==> config.mk <==
export PLATFORM = sky130hd
export DESIGN_NAME = cfgx_xlate
export DESIGN_NICKNAME = d
export VERILOG_FILES = /design/src/rtl/cfgx_pkg.sv /design/src/rtl/cfgx_decode.sv /design/src/rtl/cfgx_idx_reg.sv /design/src/rtl/cfgx_phase_gen.sv /design/src/rtl/cfgx_xlate.sv
export SDC_FILE = /design/constraint.sdc
export NUM_CORES = 1
export LEC_CHECK = 0
export ABC_CLOCK_PERIOD_IN_PS = 1700
export BUFFER_PORTS_ARGS = -buffer_cell sky130_fd_sc_hd__buf_2
export CORE_MARGIN = 3
export CORE_UTILIZATION = 49
export CTS_BUF_LIST = sky130_fd_sc_hd__clkbuf_4
export CTS_CLUSTER_DIAMETER = 100
export DETAILED_ROUTE_END_ITERATION = 8
export GPL_TIMING_DRIVEN = 1
export PLACE_DENSITY = 0.8
export SYNTH_ARGS = -nofsm -noshare
export SYNTH_HDL_FRONTEND = slang
export SYNTH_HIERARCHICAL = 1
export SYNTH_SLANG_ARGS = --single-unit
export TNS_END_PERCENT = 50
==> constraint.sdc <==
create_clock -name clk_i -period 1.7 [get_ports clk_i]
set_input_delay 0.17 -clock clk_i [delete_from_list [all_inputs] [get_ports clk_i]]
set_output_delay 0.17 -clock clk_i [all_outputs]
set_load 0.02 [all_outputs]
==> src/rtl/cfgx_pkg.sv <==
package cfgx_pkg;
  localparam int unsigned DATA_W = 32;
  localparam logic [15:0] IDX_PORT  = 16'h0CF8;
  localparam logic [15:0] DATA_PORT = 16'h0CFC;
  localparam logic [3:0]  CMD_CFG_RD = 4'b1010;
  localparam logic [3:0]  CMD_CFG_WR = 4'b1011;

  typedef enum logic [1:0] {
    K_PASS   = 2'd0,
    K_IDX_WR = 2'd1,
    K_IDX_RD = 2'd2,
    K_CFG    = 2'd3
  } acc_kind_e;

  typedef struct packed {
    logic       en;
    logic [7:0] bus;
    logic [4:0] dev;
    logic [2:0] fn;
    logic [5:0] dw;
  } cfg_idx_t;
endpackage

==> src/rtl/cfgx_decode.sv <==
module cfgx_decode
  import cfgx_pkg::*;
#(
  parameter int unsigned IO_AW = 16
) (
  input  logic             req_i,
  input  logic             we_i,
  input  logic [IO_AW-1:0] addr_i,
  input  logic [1:0]       size_i,
  input  logic             en_i,
  output acc_kind_e        kind_o,
  output logic [3:0]       be_o
);
  localparam logic [IO_AW-1:0] IDX_A  = IO_AW'(IDX_PORT);
  localparam logic [IO_AW-1:0] DATA_A = IO_AW'(DATA_PORT);

  logic idx_win, data_win, full, aligned;
  logic [3:0] mask;

  assign idx_win  = addr_i[IO_AW-1:2] == IDX_A[IO_AW-1:2];
  assign data_win = addr_i[IO_AW-1:2] == DATA_A[IO_AW-1:2];
  assign full     = size_i[1];
  assign aligned  = addr_i[1:0] == 2'b00;

  always_comb begin
    kind_o = K_PASS;
    if (req_i) begin
      if (idx_win && full && aligned) kind_o = we_i ? K_IDX_WR : K_IDX_RD;
      else if (data_win && en_i)      kind_o = K_CFG;
    end
  end

  always_comb begin
    unique case (size_i)
      2'd0:    mask = 4'b0001;
      2'd1:    mask = 4'b0011;
      default: mask = 4'b1111;
    endcase
  end

  // bytes shifted past the dword are dropped
  assign be_o = mask << addr_i[1:0];
endmodule

==> src/rtl/cfgx_idx_reg.sv <==
module cfgx_idx_reg
  import cfgx_pkg::*;
(
  input  logic              clk_i,
  input  logic              rst_ni,
  input  logic              wr_i,
  input  logic [DATA_W-1:0] wdata_i,
  output cfg_idx_t          q_o,
  output logic [DATA_W-1:0] rdval_o
);
  cfg_idx_t q;

  always_ff @(posedge clk_i or negedge rst_ni) begin
    if (!rst_ni) begin
      q <= '0;
    end else if (wr_i) begin
      q.en  <= wdata_i[31];
      q.bus <= wdata_i[23:16];
      q.dev <= wdata_i[15:11];
      q.fn  <= wdata_i[10:8];
      q.dw  <= wdata_i[7:2];
    end
  end

  assign q_o     = q;
  assign rdval_o = {q.en, 7'b0, q.bus, q.dev, q.fn, q.dw, 2'b00};
endmodule

==> src/rtl/cfgx_phase_gen.sv <==
module cfgx_phase_gen
  import cfgx_pkg::*;
#(
  parameter int unsigned IDSEL_BASE = 16,
  parameter int unsigned IDSEL_N    = 16
) (
  input  cfg_idx_t          idx_i,
  input  logic [7:0]        own_bus_i,
  output logic              type1_o,
  output logic [DATA_W-1:0] ad_o,
  output logic [IDSEL_N-1:0] idsel_o
);
  logic [DATA_W-1:0] sel_ad;

  assign type1_o = idx_i.bus != own_bus_i;

  for (genvar g = 0; g < IDSEL_N; g++) begin : g_idsel
    assign idsel_o[g] = !type1_o && (idx_i.dev == 5'(g));
    assign sel_ad[IDSEL_BASE+g] = idsel_o[g];
  end
  if (IDSEL_BASE > 0) begin : g_lo
    assign sel_ad[IDSEL_BASE-1:0] = '0;
  end
  if (IDSEL_BASE + IDSEL_N < DATA_W) begin : g_hi
    assign sel_ad[DATA_W-1:IDSEL_BASE+IDSEL_N] = '0;
  end

  always_comb begin
    if (type1_o) ad_o = {8'h00, idx_i.bus, idx_i.dev, idx_i.fn, idx_i.dw, 2'b01};
    else         ad_o = sel_ad | {21'b0, idx_i.fn, idx_i.dw, 2'b00};
  end
endmodule

==> src/rtl/cfgx_xlate.sv <==
module cfgx_xlate
  import cfgx_pkg::*;
#(
  parameter int unsigned IO_AW      = 16,
  parameter int unsigned IDSEL_BASE = 16,
  parameter int unsigned IDSEL_N    = 16
) (
  input  logic               clk_i,
  input  logic               rst_ni,
  input  logic [7:0]         own_bus_i,
  input  logic               io_req_i,
  input  logic               io_we_i,
  input  logic [IO_AW-1:0]   io_addr_i,
  input  logic [1:0]         io_size_i,
  input  logic [31:0]        io_wdata_i,
  output logic               rd_vld_o,
  output logic [31:0]        rd_data_o,
  output logic               cfg_vld_o,
  output logic [3:0]         cfg_cmd_o,
  output logic               cfg_type1_o,
  output logic [31:0]        cfg_addr_o,
  output logic [IDSEL_N-1:0] cfg_idsel_o,
  output logic [3:0]         cfg_be_o,
  output logic [31:0]        cfg_wdata_o,
  output logic               pt_vld_o,
  output logic               pt_we_o,
  output logic [IO_AW-1:0]   pt_addr_o,
  output logic [1:0]         pt_size_o,
  output logic [31:0]        pt_wdata_o
);
  acc_kind_e           kind;
  logic [3:0]          be;
  cfg_idx_t            idx;
  logic [DATA_W-1:0]   idx_rd, ad;
  logic                type1;
  logic [IDSEL_N-1:0]  idsel;

  cfgx_decode #(.IO_AW(IO_AW)) u_dec (
    .req_i (io_req_i),
    .we_i  (io_we_i),
    .addr_i(io_addr_i),
    .size_i(io_size_i),
    .en_i  (idx.en),
    .kind_o(kind),
    .be_o  (be)
  );

  cfgx_idx_reg u_idx (
    .clk_i  (clk_i),
    .rst_ni (rst_ni),
    .wr_i   (kind == K_IDX_WR),
    .wdata_i(io_wdata_i),
    .q_o    (idx),
    .rdval_o(idx_rd)
  );

  cfgx_phase_gen #(.IDSEL_BASE(IDSEL_BASE), .IDSEL_N(IDSEL_N)) u_phase (
    .idx_i    (idx),
    .own_bus_i(own_bus_i),
    .type1_o  (type1),
    .ad_o     (ad),
    .idsel_o  (idsel)
  );

  always_ff @(posedge clk_i or negedge rst_ni) begin
    if (!rst_ni) begin
      rd_vld_o  <= 1'b0;
      cfg_vld_o <= 1'b0;
      pt_vld_o  <= 1'b0;
    end else begin
      rd_vld_o  <= kind == K_IDX_RD;
      cfg_vld_o <= kind == K_CFG;
      pt_vld_o  <= io_req_i && (kind == K_PASS);
    end
  end

  always_ff @(posedge clk_i or negedge rst_ni) begin
    if (!rst_ni) begin
      rd_data_o   <= '0;
      cfg_cmd_o   <= '0;
      cfg_type1_o <= 1'b0;
      cfg_addr_o  <= '0;
      cfg_idsel_o <= '0;
      cfg_be_o    <= '0;
      cfg_wdata_o <= '0;
      pt_we_o     <= 1'b0;
      pt_addr_o   <= '0;
      pt_size_o   <= '0;
      pt_wdata_o  <= '0;
    end else begin
      if (kind == K_IDX_RD) rd_data_o <= idx_rd;
      if (kind == K_CFG) begin
        cfg_cmd_o   <= io_we_i ? CMD_CFG_WR : CMD_CFG_RD;
        cfg_type1_o <= type1;
        cfg_addr_o  <= ad;
        cfg_idsel_o <= idsel;
        cfg_be_o    <= be;
        cfg_wdata_o <= io_wdata_i;
      end
      if (io_req_i && kind == K_PASS) begin
        pt_we_o    <= io_we_i;
        pt_addr_o  <= io_addr_i;
        pt_size_o  <= io_size_i;
        pt_wdata_o <= io_wdata_i;
      end
    end
  end
endmodule

==> results of run 1 <==
==> cell usage after synthesis, drive strengths merged, types with 3 or more instances <==
master and instances:
mux2 192, nor3 3, nand2b 6, dfrtp 196
nand2 3, buf 75, nor2 9, and3 4
and2 4, nor4 9, o21ai 7, nand4 5
xnor2 8, inv 4, conb 3, a21oi 3
and4 3
==> final cells by class <==
class	instances	area, um^2	share of cell area [%]
Timing Repair Buffer	337	2270	21.2
Tap cell	216	270	2.52
Clock inverter	10	109	1.02
Clock buffer	21	158	1.47
Sequential cell	196	4900	45.8
Multi-Input combinational cell	285	2970	27.7
Inverter	4	23.8	0.222
Antenna cell	2	5.00	0.0467
==> how the worst max path moves through the flow <==
| stage | from | end | slack (ns) | cells past startpoint |
|---|---|---|---|---|
| 6_report | io_addr_i[10] | pt_wdata_o[14] | -0.06 | 9 |
| 5_1_grt | u_idx/q_o[22] | u_idx/q_o[18] | -0.12 | 5 |
| 4_1_cts | u_idx/q_o[22] | cfg_idsel_o[4] | -0.03 | 6 |
| 3_5_place_dp | io_addr_i[13] | u_idx/q_o[13] | -0.19 | 7 |
| 3_3_place_gp | io_addr_i[13] | u_idx/q_o[19] | -0.14 | 7 |
| 2_1_floorplan | u_idx/q_o[19] | cfg_idsel_o[13] | -0.04 | 8 |
==> worst max-delay path, delay by kind of cell <==
kind                   cells  cell delay (ns)
AOI/OAI and AO/OA          1             0.09
buffers and inverters      4             0.99
muxes                      1             0.35
and+or+nand+nor            3             0.58
==> cell families after synthesis <==
| group | count (synthesis) |
|---|---|
| xor+xnor | 8 |
| compound gates | 18 |
| simple gates | 56 |
| buf+inv | 81 |
| flops | 196 |
| mux | 192 |
| other cells | 3 |
==> metal layers <==
metal	track usage (%)	vias to the layer above	share of wire (%)
met5	0	-	0
li1	-	2471	-
met2	40.0	165	55
met4	6.72	0	1.3
met1	26.1	2754	39
met3	5.22	16	4.9
==> through the flow <==
step	total power, uW	setup TNS (ns)	utilization, %	hold slack (ns)	area [um^2]
CTS	8180	-0.811	65.0	0.00173	10500
floorplan	5290	-0.172	-	-0.126	8320
detailed placement	5680	-22.37	59.5	0.140	9650
global route	8470	-14.39	66.0	0.0812	10700
finish	8110	-2.97	66.0	0.117	10700
global placement	5650	-17.09	59.5	0.130	9650
==> registers in the layout, summed over array words and instances, names as in the netlist, 4 cells and up <==
name / count
u_idx/q_o: 23
cfg_addr_o: 32
cfg_be_o: 4
cfg_wdata_o: 32
pt_addr_o: 16
cfg_idsel_o: 16
rd_data_o: 32
pt_wdata_o: 32
==> power by group through the flow <==
stage | logic [uW] | registers (uW) | clock network, uW
finish | 878 | 4850 | 2380
detailed placement | 750 | 4930 | 0
global route | 946 | 4860 | 2660
floorplan | 205 | 5090 | 0
global placement | 727 | 4920 | 0
CTS | 861 | 4850 | 2470
==> repair_timing <==
| action | in CTS | in global routing |
|---|---|---|
| pin swaps | 4 | 2 |
| hold buffers | 52 | 1 |
| buffers inserted | 1 | 3 |
| endpoints found under the hold margin | 305 | 1 |
| gates resized for setup | 12 | 17 |
| setup endpoints to repair | 114 | 190 |
| gates cloned | 1 | 1 |
==> results.sh, run 1 <==
export IMPL_drt_iter0_markers=244
export IMPL_portBuffers=235
export IMPL_synth_compound_area_share_pct=1.39
export IMPL_yosys_top_cells_area="dfrtp_1 59%, mux2_2 25%, buf_4 5.1%"
export IMPL_fin_ws_ns=-0.0557
export IMPL_rrSetupSlack_ns=-0.02
export IMPL_drc_errors=0
export IMPL_muxShareOfSynthArea_pct=26.1
export IMPL_ir_worst_vdd_v=0.000457
export IMPL_synthXorXnorAreaFrac_pct=0.847
export IMPL_h_tree_depth=4
export IMPL_end_kind="register"
export IMPL_chipWidth_um=136
export IMPL_required_ns=2.14
export IMPL_worstSetupPathType="in -> reg"
export IMPL_p_leak_uw=0.00586
export IMPL_syn_to_final_growth_pct=29.5
export IMPL_status="finished with violations"
export IMPL_dr_total_vias=5406
export IMPL_dp_final_hpwl_mm=14.3
export IMPL_drt_wl_total_mm=20.1
export IMPL_gp_congestion=0.934
export IMPL_cts_num_sinks=196
export IMPL_critPathMaxStageDelay_ns=0.53
export IMPL_core_um2=16200
export IMPL_final_cell_mix="234 x buf_2, 196 x dfrtp_1, 185 x mux2_2, 53 x dlygate4sd3_1, 33 x buf_4"
export IMPL_cts_tree="yes"
export IMPL_antenna_found_initial=1
export IMPL_yosysSeqAreaShare_pct=59.3
export IMPL_switchingPower_uw=2000
export IMPL_fillCellCount=1184
export IMPL_syn_avg_cell_area_um2=14.9
export IMPL_ff2ff_path_depth=6
export IMPL_internal_power_uw=6100
export IMPL_drt_pass1_iterations=4
export IMPL_rsz0062_at_grt="true"
export IMPL_synth_edf_count=0
export IMPL_p_comb_share_pct=10.8
export IMPL_grt_pass1_wl_mm=31.5
export IMPL_synth_cell_types=40
export IMPL_ys_ff_latch=196
export IMPL_yosysWarnings=6
export IMPL_via_per_inst=5.05
export IMPL_numCtsBuffers=17
export IMPL_synth_cells=554
export IMPL_clock_latency_ns=0.54
export IMPL_final_layout_size_suffix_gt1_share_pct=62.1
export IMPL_wl_per_cell_um=18.8
export IMPL_synth_top_family_by_area="multiplexers"
export IMPL_start_kind="input port"
export IMPL_netlist_area_um2=8270
export IMPL_grt_pass1_vias=5837
export IMPL_fin_skew_ns=0.0160
export IMPL_path_clk_slew_ns=0.15
export IMPL_stdcell_count=1071
export IMPL_io_pins=237
export IMPL_antenna_left=0
export IMPL_violations="negative setup slack"
export IMPL_setup_viol=139
export IMPL_grt_max_degree=56
export IMPL_clockBufferDepth=2
export IMPL_grt_overflow_total=0
export IMPL_synth_largest_area_cell="dfrtp_1"
export IMPL_cts_root_buf="clkbuf_4"
export IMPL_synthSimpleGateAreaFrac_pct=4.88
export IMPL_period_minus_slack_ns=1.76
export IMPL_finalHoldViolCount=0
export IMPL_pwr_share_seq_pct=59.8
export IMPL_fmax_mhz=570
export IMPL_slew_headroom_pct=57.4
export IMPL_timing_rr_start="u_idx/q_o[22]"
export IMPL_swShare_pct=24.7
export IMPL_worst_pin_slew_ns=0.640
export IMPL_placed_cells=979
export IMPL_min_path_type="in -> async"
export IMPL_path_max_fanout=15
export IMPL_die_area_um2=18500
export IMPL_rows=46
export IMPL_yosys_area_share_adder_pct=0
export IMPL_async_reset_ff_share_pct=100
export IMPL_r2r_end="pt_wdata_o[14]"
export IMPL_die_h_um=136
export IMPL_place_ws_ns=-0.188
export IMPL_fin_nets=903
export IMPL_cap_violations=0
export IMPL_ys_flop_type="dfrtp_1"
export IMPL_slew_viol_final=0
export IMPL_cp_cell_sequence="dlygate4sd3_1 -> buf_2 -> and4_1 -> nand3_1 -> a21oi_2 -> nor3b_4 -> buf_6 -> buf_12 -> mux2_2"
export IMPL_clkPwrFrac_pct=29.4
export IMPL_crit_arrival_ns=2.20
export IMPL_start_util_pct=51.0
export IMPL_yosys_area_top_type_share_pct=59.3
export IMPL_cpMaxStageDelayCell="dlygate4sd3_1"
export IMPL_mostFrequentLayoutCell="buf_2"
export IMPL_power_density_nw_per_um2=757
export IMPL_finalCritPeriodShare_pct=103
export IMPL_grt_usage_pct=22.1
No activity file was read; power rests on OpenSTA's default activity.
==> inputs of run 2 (changes only) <==
--- a/config.mk
+++ b/config.mk
@@ -7,13 +7,15 @@
 export LEC_CHECK = 0
 export ABC_CLOCK_PERIOD_IN_PS = 1700
 export BUFFER_PORTS_ARGS = -buffer_cell sky130_fd_sc_hd__buf_2
+export CELL_PAD_IN_SITES_DETAIL_PLACEMENT = 1
+export CELL_PAD_IN_SITES_GLOBAL_PLACEMENT = 1
 export CORE_MARGIN = 3
-export CORE_UTILIZATION = 49
+export CORE_UTILIZATION = 39
 export CTS_BUF_LIST = sky130_fd_sc_hd__clkbuf_4
 export CTS_CLUSTER_DIAMETER = 100
 export DETAILED_ROUTE_END_ITERATION = 8
 export GPL_TIMING_DRIVEN = 1
-export PLACE_DENSITY = 0.8
+export PLACE_DENSITY = 0.79
 export SYNTH_ARGS = -nofsm -noshare
 export SYNTH_HDL_FRONTEND = slang
 export SYNTH_HIERARCHICAL = 1
==> run 2 against run 1 <==
Compared with the run above: the run still ends with negative setup slack left; sequential power about the same; largest cell class unchanged; clock-buffer cell count decreased by 3; clock power increased by 14%; via count increased by 5.6%; critical endpoint is now cfg_addr_o[4]; design area increased by 7.3%; flip-flop and latch count unchanged; power increased by 5.8%; critical path type is now reg -> reg; final cell count increased by 8.3%; worst setup slack got worse by 0.14 ns; largest power group unchanged; fmax decreased by 7.3%; clock skew increased by 0.0063 ns; sequential share of layout area decreased by 3.1 points.
==> results.sh, run 2 (same netlist as run 1, synthesis figures left out) <==
export IMPL_syn_to_final_growth_pct=38.9
export IMPL_fmax_mhz=528
export IMPL_antenna_found_initial=1
export IMPL_setup_viol=192
export IMPL_cap_violations=0
export IMPL_final_cell_mix="234 x buf_2, 196 x dfrtp_1, 146 x mux2_2, 52 x dlygate4sd3_1, 48 x buf_4"
export IMPL_crit_arrival_ns=2.35
export IMPL_drt_iter0_markers=170
export IMPL_status="finished with violations"
export IMPL_core_um2=20600
export IMPL_violations="negative setup slack"
export IMPL_finalHoldViolCount=0
export IMPL_swShare_pct=26.4
export IMPL_rsz0062_at_grt="true"
export IMPL_min_path_type="in -> reg"
export IMPL_slew_viol_final=0
export IMPL_place_ws_ns=-0.344
export IMPL_drt_wl_total_mm=25.2
export IMPL_cts_tree="yes"
export IMPL_h_tree_depth=4
export IMPL_grt_usage_pct=21.1
export IMPL_p_comb_share_pct=11.7
export IMPL_path_clk_slew_ns=0.16
export IMPL_finalCritPeriodShare_pct=111
export IMPL_ir_worst_vdd_v=0.000425
export IMPL_path_max_fanout=13
export IMPL_rows=52
export IMPL_worstSetupPathType="reg -> reg"
export IMPL_grt_pass1_wl_mm=36.9
export IMPL_numCtsBuffers=17
export IMPL_grt_pass1_vias=6246
export IMPL_drt_pass1_iterations=4
export IMPL_fin_nets=937
export IMPL_fin_ws_ns=-0.194
export IMPL_end_kind="register"
export IMPL_hp_start="io_addr_i[0]"
export IMPL_hold_path_depth=5
export IMPL_mostFrequentLayoutCell="buf_2"
export IMPL_holdPathEnd="cfg_be_o[3]"
export IMPL_dp_final_hpwl_mm=15.7
export IMPL_cts_root_buf="clkbuf_4"
export IMPL_worst_pin_slew_ns=0.560
export IMPL_setup_tns_ns=-26.95
export IMPL_gp_congestion=0.817
export IMPL_timing_rr_start="u_idx/q_o[22]"
export IMPL_clkPwrFrac_pct=31.6
export IMPL_slew_headroom_pct=62.7
export IMPL_dr_total_vias=5707
export IMPL_rrSetupSlack_ns=-0.19
export IMPL_cts_num_sinks=196
export IMPL_internal_power_uw=6320
export IMPL_io_pins=237
export IMPL_ff2ff_path_depth=7
export IMPL_power_density_nw_per_um2=746
export IMPL_clockBufferDepth=2
export IMPL_grt_max_degree=61
export IMPL_fin_skew_ns=0.0224
export IMPL_chipWidth_um=152
export IMPL_final_layout_size_suffix_gt1_share_pct=64.6
export IMPL_p_leak_uw=0.00625
export IMPL_portBuffers=235
export IMPL_via_per_inst=4.92
export IMPL_grt_overflow_total=0
export IMPL_start_kind="register"
export IMPL_die_h_um=152
export IMPL_switchingPower_uw=2260
export IMPL_wl_per_cell_um=21.8
export IMPL_die_area_um2=23000
export IMPL_r2r_end="cfg_addr_o[4]"
export IMPL_period_minus_slack_ns=1.89
export IMPL_drc_errors=0
export IMPL_clock_latency_ns=0.56
export IMPL_start_util_pct=40.2
export IMPL_required_ns=2.16
export IMPL_pwr_share_seq_pct=56.6
export IMPL_antenna_left=0
run 2: stage by stage:
step	util, %	total power [uW]	area [um^2]	hold slack, ns	std cells
floorplan	-	5290	8320	-0.126	562
global placement	48.0	5690	9870	0.209	1047
detailed placement	48.0	5720	9870	0.212	1047
CTS	54.4	8620	11200	0.0638	1142
global route	55.9	8950	11500	0.0947	1159
finish	55.9	8580	11500	0.131	1160
run 2: power groups by stage:
stage	registers (uW)	clock network, uW	logic [uW]
after floorplan	5090	0	205
after global placement	4930	0	766
after detailed placement	4940	0	785
after CTS	4850	2790	976
after global routing	4880	3000	1080
final	4860	2710	1010
run 2: worst max-delay path by stage:
stage                        startpoint  slack (ns)              end
after floorplan           u_idx/q_o[19]       -0.04  cfg_idsel_o[13]
after global placement    io_addr_i[13]       -0.29    rd_data_o[27]
after detailed placement  io_addr_i[13]       -0.34     rd_data_o[1]
after CTS                 u_idx/q_o[22]       -0.12    rd_data_o[26]
after global routing      u_idx/q_o[22]       -0.28  cfg_wdata_o[10]
final                     u_idx/q_o[22]       -0.19    cfg_addr_o[4]
run 2: area by class of cell:
type                    count  area, um^2
diodes                      2        5.00
clock buffers              18         135
clock inverters            14         174
fillers                  2126        9060
inverters                   4        17.5
multi-input cells         286        3190
flip-flops and latches    196        4900
well taps                 270         338
repair buffers            370        2730
run 2: worst max-delay path: stages, from the launching register on:
cell,delay (ns)
dfrtp_1,0.43
nand4_1,0.15
buf_4,0.18
a21oi_4,0.23
buf_6,0.18
nand2_8,0.12
clkbuf_16,0.21
mux2_2,0.27
run 2: layer usage:
metal / wire, um / vias up / track usage [%]
met5: 0 / - / 0
met4: 387 / 0 / 5.66
met3: 1250 / 28 / 5.18
met2: 13400 / 176 / 37.6
met1: 10200 / 2965 / 25.5
li1: - / 2538 / -
run 2: timing repair:
action	4_1_cts	5_1_grt
hold buffers	52	0
endpoints found under the hold margin	301	0
buffers inserted	8	10
cloned	3	7
gates resized for setup	68	23
pin swaps	10	5
setup endpoints to repair	188	192
